$ cat src/rtl/npic_pkg.sv
package npic_pkg;
  localparam int PRIO_W = 4;
  localparam int LEVELS = 1 << PRIO_W;
  typedef logic [PRIO_W-1:0] prio_t;
endpackage

$ cat src/rtl/npic_arbiter.sv
module npic_arbiter
  import npic_pkg::*;
#(
  parameter int N   = 32,
  parameter int IDW = $clog2(N)
) (
  input  logic [N-1:0]        pend,
  input  logic [N*PRIO_W-1:0] prio_flat,
  input  logic                lim_v,
  input  prio_t               lim_pr,
  output logic                found,
  output logic [IDW-1:0]      id,
  output prio_t               pr
);
  logic [N-1:0] elig;
  prio_t        lp [N];

  generate
    for (genvar g = 0; g < N; g++) begin : g_line
      assign lp[g]   = prio_flat[g*PRIO_W +: PRIO_W];
      assign elig[g] = pend[g] && (!lim_v || (lp[g] < lim_pr));
    end
  endgenerate

  // Scan from the top index down; "<=" lets a lower index take ties.
  always_comb begin
    found = 1'b0;
    id    = '0;
    pr    = '1;
    for (int i = N - 1; i >= 0; i--) begin
      if (elig[i] && (!found || (lp[i] <= pr))) begin
        found = 1'b1;
        id    = IDW'(i);
        pr    = lp[i];
      end
    end
  end
endmodule

$ cat src/rtl/npic_stack.sv
module npic_stack #(
  parameter int DEPTH = 16,
  parameter int W     = 9
) (
  input  logic         clk,
  input  logic         rst,
  input  logic         push,
  input  logic         pop,
  input  logic [W-1:0] wdata,
  output logic [W-1:0] top,
  output logic         empty,
  output logic         full
);
  localparam int AW  = $clog2(DEPTH);
  localparam int SPW = $clog2(DEPTH + 1);

  logic [W-1:0]   mem [DEPTH];
  logic [SPW-1:0] sp;

  // Storage has no reset so it maps onto distributed RAM.
  always_ff @(posedge clk) begin
    if (push) mem[AW'(sp)] <= wdata;
  end

  always_ff @(posedge clk) begin
    if (rst)       sp <= '0;
    else if (push) sp <= sp + 1'b1;
    else if (pop)  sp <= sp - 1'b1;
  end

  assign top   = mem[AW'(sp - 1'b1)];
  assign empty = (sp == '0);
  assign full  = (sp == SPW'(DEPTH));

  p_no_overflow_r7: assert property (@(posedge clk) disable iff (rst) push |-> !full)
    else $error("nesting store overflow");
  p_no_underflow_r8: assert property (@(posedge clk) disable iff (rst) pop |-> !empty)
    else $error("nesting store underflow");
  p_push_pop_excl_r12: assert property (@(posedge clk) disable iff (rst) !(push && pop))
    else $error("push and pop in one cycle");
endmodule

$ cat src/rtl/npic_active.sv
module npic_active
  import npic_pkg::*;
#(
  parameter int IDW = 5
) (
  input  logic           clk,
  input  logic           rst,
  input  logic           ack,
  input  logic           done,
  input  logic           win_v,
  input  logic [IDW-1:0] win_id,
  input  prio_t          win_pr,
  input  logic [IDW-1:0] top_id,
  input  prio_t          top_pr,
  input  logic           stk_empty,
  output logic           act_v,
  output logic [IDW-1:0] act_id,
  output prio_t          act_pr,
  output logic           nxt_v,
  output logic [IDW-1:0] nxt_id,
  output prio_t          nxt_pr,
  output logic           push,
  output logic           pop
);
  logic take, fin;

  assign take = ack && win_v;
  assign fin  = done && act_v;

  always_comb begin
    nxt_v  = act_v;
    nxt_id = act_id;
    nxt_pr = act_pr;
    push   = 1'b0;
    pop    = 1'b0;
    if (fin && take) begin
      // Retire then accept: the restored entry would be pushed straight back.
      nxt_id = win_id;
      nxt_pr = win_pr;
    end else if (fin) begin
      if (!stk_empty) begin
        pop    = 1'b1;
        nxt_id = top_id;
        nxt_pr = top_pr;
      end else begin
        nxt_v  = 1'b0;
      end
    end else if (take) begin
      push   = act_v;
      nxt_v  = 1'b1;
      nxt_id = win_id;
      nxt_pr = win_pr;
    end
  end

  always_ff @(posedge clk) begin
    if (rst) begin
      act_v  <= 1'b0;
      act_id <= '0;
      act_pr <= '0;
    end else begin
      act_v  <= nxt_v;
      act_id <= nxt_id;
      act_pr <= nxt_pr;
    end
  end

  p_restore_r8: assert property (@(posedge clk) disable iff (rst)
      done && act_v && !ack && !stk_empty |=> act_v && act_id == $past(top_id) && act_pr == $past(top_pr))
    else $error("restore did not reload the saved entry");
  p_last_retire_r8: assert property (@(posedge clk) disable iff (rst)
      done && act_v && !ack && stk_empty |=> !act_v)
    else $error("retire with empty store left an active entry");
endmodule

$ cat src/rtl/npic_channel.sv
module npic_channel
  import npic_pkg::*;
#(
  parameter int N     = 32,
  parameter int DEPTH = LEVELS,
  localparam int IDW  = $clog2(N),
  localparam int EW   = IDW + PRIO_W
) (
  input  logic                clk,
  input  logic                rst,
  input  logic [N-1:0]        pend_i,
  input  logic [N*PRIO_W-1:0] prio_i,
  input  logic                ack_i,
  input  logic                done_i,
  output logic                req_o,
  output logic                win_valid_o,
  output logic [IDW-1:0]      win_id_o,
  output logic [PRIO_W-1:0]   win_prio_o,
  output logic                act_valid_o,
  output logic [IDW-1:0]      act_id_o,
  output logic [PRIO_W-1:0]   act_prio_o
);
  logic           win_v_q;
  logic [IDW-1:0] win_id_q;
  prio_t          win_pr_q;

  logic           act_v, nxt_v;
  logic [IDW-1:0] act_id, nxt_id;
  prio_t          act_pr, nxt_pr;
  logic           push, pop, stk_empty, stk_full;
  logic [EW-1:0]  top_e;

  logic           arb_found;
  logic [IDW-1:0] arb_id;
  prio_t          arb_pr;

  npic_active #(.IDW(IDW)) u_active (
    .clk(clk), .rst(rst), .ack(ack_i), .done(done_i),
    .win_v(win_v_q), .win_id(win_id_q), .win_pr(win_pr_q),
    .top_id(top_e[EW-1:PRIO_W]), .top_pr(top_e[PRIO_W-1:0]), .stk_empty(stk_empty),
    .act_v(act_v), .act_id(act_id), .act_pr(act_pr),
    .nxt_v(nxt_v), .nxt_id(nxt_id), .nxt_pr(nxt_pr),
    .push(push), .pop(pop)
  );

  npic_stack #(.DEPTH(DEPTH), .W(EW)) u_stack (
    .clk(clk), .rst(rst), .push(push), .pop(pop),
    .wdata({act_id, act_pr}), .top(top_e), .empty(stk_empty), .full(stk_full)
  );

  // Mask against the next active state so the registered winner is never stale.
  npic_arbiter #(.N(N), .IDW(IDW)) u_arb (
    .pend(pend_i), .prio_flat(prio_i), .lim_v(nxt_v), .lim_pr(nxt_pr),
    .found(arb_found), .id(arb_id), .pr(arb_pr)
  );

  always_ff @(posedge clk) begin
    if (rst) begin
      win_v_q  <= 1'b0;
      win_id_q <= '0;
      win_pr_q <= '0;
    end else begin
      win_v_q  <= arb_found;
      win_id_q <= arb_id;
      win_pr_q <= arb_pr;
    end
  end

  assign req_o       = win_v_q;
  assign win_valid_o = win_v_q;
  assign win_id_o    = win_id_q;
  assign win_prio_o  = win_pr_q;
  assign act_valid_o = act_v;
  assign act_id_o    = act_id;
  assign act_prio_o  = act_pr;

  p_win_beats_act_r5: assert property (@(posedge clk) disable iff (rst)
      win_valid_o && act_valid_o |-> win_prio_o < act_prio_o)
    else $error("winner not more urgent than active");
  p_ack_loads_r4: assert property (@(posedge clk) disable iff (rst)
      ack_i && win_valid_o |=> act_valid_o && act_id_o == $past(win_id_o) && act_prio_o == $past(win_prio_o))
    else $error("acknowledge did not load winner");
  p_bad_ack_r10: assert property (@(posedge clk) disable iff (rst)
      ack_i && !win_valid_o && !done_i |=> $stable(act_valid_o) && $stable(act_id_o) && $stable(act_prio_o))
    else $error("acknowledge without winner changed state");
  p_idle_done_r11: assert property (@(posedge clk) disable iff (rst)
      done_i && !act_valid_o && !ack_i |=> !act_valid_o)
    else $error("completion while idle changed state");
  p_store_room_r7: assert property (@(posedge clk) disable iff (rst) push |-> !stk_full)
    else $error("nesting deeper than store");
endmodule

$ cat config.mk
export PLATFORM = sky130hd
export DESIGN_NAME = npic_channel
export DESIGN_NICKNAME = d
export VERILOG_FILES = /design/src/rtl/npic_pkg.sv /design/src/rtl/npic_arbiter.sv /design/src/rtl/npic_stack.sv /design/src/rtl/npic_active.sv /design/src/rtl/npic_channel.sv
export SDC_FILE = /design/constraint.sdc
export NUM_CORES = 1
export LEC_CHECK = 0
export ABC_AREA = 1
export BUFFER_PORTS_ARGS = -buffer_cell sky130_fd_sc_hd__buf_4
export CELL_PAD_IN_SITES_DETAIL_PLACEMENT = 1
export CELL_PAD_IN_SITES_GLOBAL_PLACEMENT = 2
export CORE_UTILIZATION = 32
export DETAILED_ROUTE_END_ITERATION = 7
export PLACE_DENSITY = 0.81
export REMOVE_ABC_BUFFERS = 1
export SYNTH_ARGS = -nofsm -noshare
export SYNTH_HDL_FRONTEND = slang
export SYNTH_SLANG_ARGS = --single-unit
export TNS_END_PERCENT = 5
$ cat constraint.sdc
create_clock -name clk -period 43.5 [get_ports clk]
set_input_delay 2.175 -clock clk [delete_from_list [all_inputs] [get_ports clk]]
set_output_delay 2.175 -clock clk [all_outputs]
set_load 0.01 [all_outputs]
==> results.yml <==
outcome:
  outcome: "complete, no violations"
layout:
  seq_area_um2: 4826
  multi_input_area_um2: 9309
  finalNetCount: 2488
  drive_above_1_share_pct: 19.44
  fill_cells: 5860
  area_growth_pct: 16.60
drt:
  via_count: 14288
  drc: 0
  vias_per_cell: 5.184
  avgRoutedWirePerCell_um: 18.54
  ant_nets: 0
  routed_wl_um: 51110
  drt_iter0_markers: 575
  dr.pass1.iters: 5
synth:
  synth_most_common_cell: "nand2_1"
  synth_top_family_by_area: "simple AND/OR/NAND/NOR gates"
  yosys.area.top_type: "edfxtp_1"
  synthMuxAreaShare_pct: 0
  synthXorXnorAreaFrac_pct: 0.05675
  synth-adder-area-share_pct: 15.97
  synthSimpleGateAreaFrac_pct: 27.01
  synth_edf_count: 144
  yosys-top-cells-count: "nand2_1 (338), inv_1 (257), ha_1 (197), o21ai_0 (182), nand3_1 (157)"
  async_flop_share_pct: 0
  synthCells: 1963
  synth-compound-area-share_pct: 16.74
  seq_area_frac_synth_pct: 31.26
  ys_top_cells_by_area: "edfxtp_1 (28%), ha_1 (16%), nand2_1 (8.2%)"
  ys_warn_count: 0
  synth_top_area_share_pct: 28.02
  synthFlopType: "edfxtp_1"
  netlist_area_um2: 15430
  syn_area_per_cell_um2: 7.862
  yosys_register_bits: 169
  yosysUniqueCellTypes: 48
critical_path:
  cp-end-kind: "flop"
  critPathMaxStageDelay_ns: 0.38
  worst-path-max-fanout: 12
  worst_path_max_delay_cell: "o21ai_0"
  r2r_start: "u_stack.sp[1]"
  ff2ff_path_depth: 284
  r2r_end: "win_id_o[4]"
  cp_data_required_time_ns: 43.84
  path_common_cell: "nand2_2"
  path_class: "input pin to flop"
  path_buf_inv: 39
  start_kind: "input pin"
  regToRegSetupSlack_ns: 4.29
  critical_path_arrival_ns: 39.58
  cp_top_family: "simple AND/OR/NAND/NOR gates"
  path_depth: 281
clocking:
  clock_latency_ns: 0.43
  cts_buffers: 17
  clk_pin_slew_ns: 0.07
  clock-sinks: 169
  post_cts_buffers: 0
  cts_tree: "built"
  root_buffer: "clkbuf_16"
  cts_hold_repair.buffers: 0
  cts_resized: 0
  clockBufferDepth: 2
  cts_htree_levels: 4
grt:
  grt_usage_pct: 20.84
  grt_max_degree: 76
  grt_pass1_wl_um: 81400
  antenna_found_initial: 4
  grt_pass1_vias: 15150
  grt_overflow_total: 0
min_path:
  hold_class: "flop to flop"
  min_path_cells: 2
  worstHoldStart: "u_stack.sp[4]"
  min_to: "u_stack.sp[4]"
placement:
  place.port_buffers: 184
  post-dp-hpwl_um: 39940
  place.gp.congestion: 0.8561
floorplan:
  ios: 185
  die_x_um: 221.6
  row_count: 80
  die_area_um2: 49110
  coreArea_um2: 47650
  start_util_pct: 32.39
  die_h_um: 221.6
sta:
  fin_crit_ns: 39.25
  clock.fmax_mhz: 25.48
  worst_slew_pin_slew_ns: 1.150
  slew_violations: 0
  fin_skew_ns: 0.01103
  tns_ns: 0
  finalHoldViolCount: 0
  final.period_utilization_pct: 90.22
  setup_violations: 0
  slew-limit-headroom_pct: 23.08
  rsz0062_at_grt: "false"
run:
  drv_cap: 0
[worst min-delay path: stages (launching register included)]
cell and delay, ns:
dfxtp_1 0.30, inv_1 0.09, a21oi_1 0.08
[placed cells by master (no fill, tap or decap), types with 3 or more instances in the layout]
cell	n
a21boi_0	28
a21oi_1	55
a21oi_4	3
a31oi_1	3
and2_1	7
buf_4	198
clkbuf_16	19
dfxtp_1	24
edfxtp_1	144
ha_1	197
inv_1	257
inv_2	6
inv_6	5
nand2_1	328
nand2_2	84
nand2_4	21
nand3_1	157
nand3_2	36
nand4_1	34
nor2_1	151
nor2_2	19
nor3_1	5
o211ai_1	50
o21ai_0	154
o21ai_1	31
o21bai_1	54
o221ai_1	12
o22ai_1	17
or2_2	5
[state kept, by name (all words and copies together), names as in the netlist]
name,cells
req_o,1
u_active.act_id,5
u_active.act_pr,4
u_active.act_v,1
u_stack.mem,144
u_stack.sp,5
win_id_o,5
win_prio_o,4
[cell type report]
| cell class | count | area share (%) |
|---|---|---|
| Multi-Input combinational cell | 1475 | 51.73 |
| Sequential cell | 169 | 26.82 |
| Timing Repair Buffer | 198 | 8.260 |
| Inverter | 266 | 5.632 |
| Tap cell | 615 | 4.276 |
| Clock buffer | 21 | 2.740 |
| Clock inverter | 11 | 0.5284 |
| Antenna cell | 1 | 0.01391 |
[metrics by stage]
step           instances  util, %  setup WS, ns  hold WS, ns  area (um^2)
3_3_place_gp        2723    36.47         2.221       0.4922        17370
6_report            2756    37.77         4.255       0.5123        17990
3_5_place_dp        2723    36.47        0.8935       0.5043        17370
4_1_cts             2755    37.70         1.230       0.5138        17960
2_1_floorplan       1910        -         6.093       0.4620        15060
5_1_grt             2755    37.76       0.01727       0.5402        17990
[how the worst max path moves through the flow]
stage | startpoint | to
final | ack_i | win_id_o[4]
after floorplan | u_stack.sp[0] | win_id_o[4]
after CTS | ack_i | win_id_o[4]
after detailed placement | ack_i | win_id_o[4]
after global placement | ack_i | win_id_o[4]
after global routing | done_i | win_id_o[4]
[logic make-up (layout without fill, tap and decap cells)]
family | count (synthesis) | after routing
AOI/OAI and AO/OA | 424 | 424
adders and majority gates | 197 | 197
buffers and inverters | 319 | 496
and+or+nand+nor | 853 | 853
DFF | 169 | 169
other | 0 | 1
xor gates and xnor gates | 1 | 1
[metal layers]
layer  share of wire (%)  vias to the layer above  GRT usage, %
li1                    -                     7097             -
met5               0.078                        -             0
met1                  44                     6910         25.71
met2                  51                      223         38.24
met4                 1.7                        6         4.704
met3                 3.3                       52         2.703
Power is left out: the tool's default activity adds up to more than one toggle a clock period on the data nets, which glitch-free logic cannot reach.
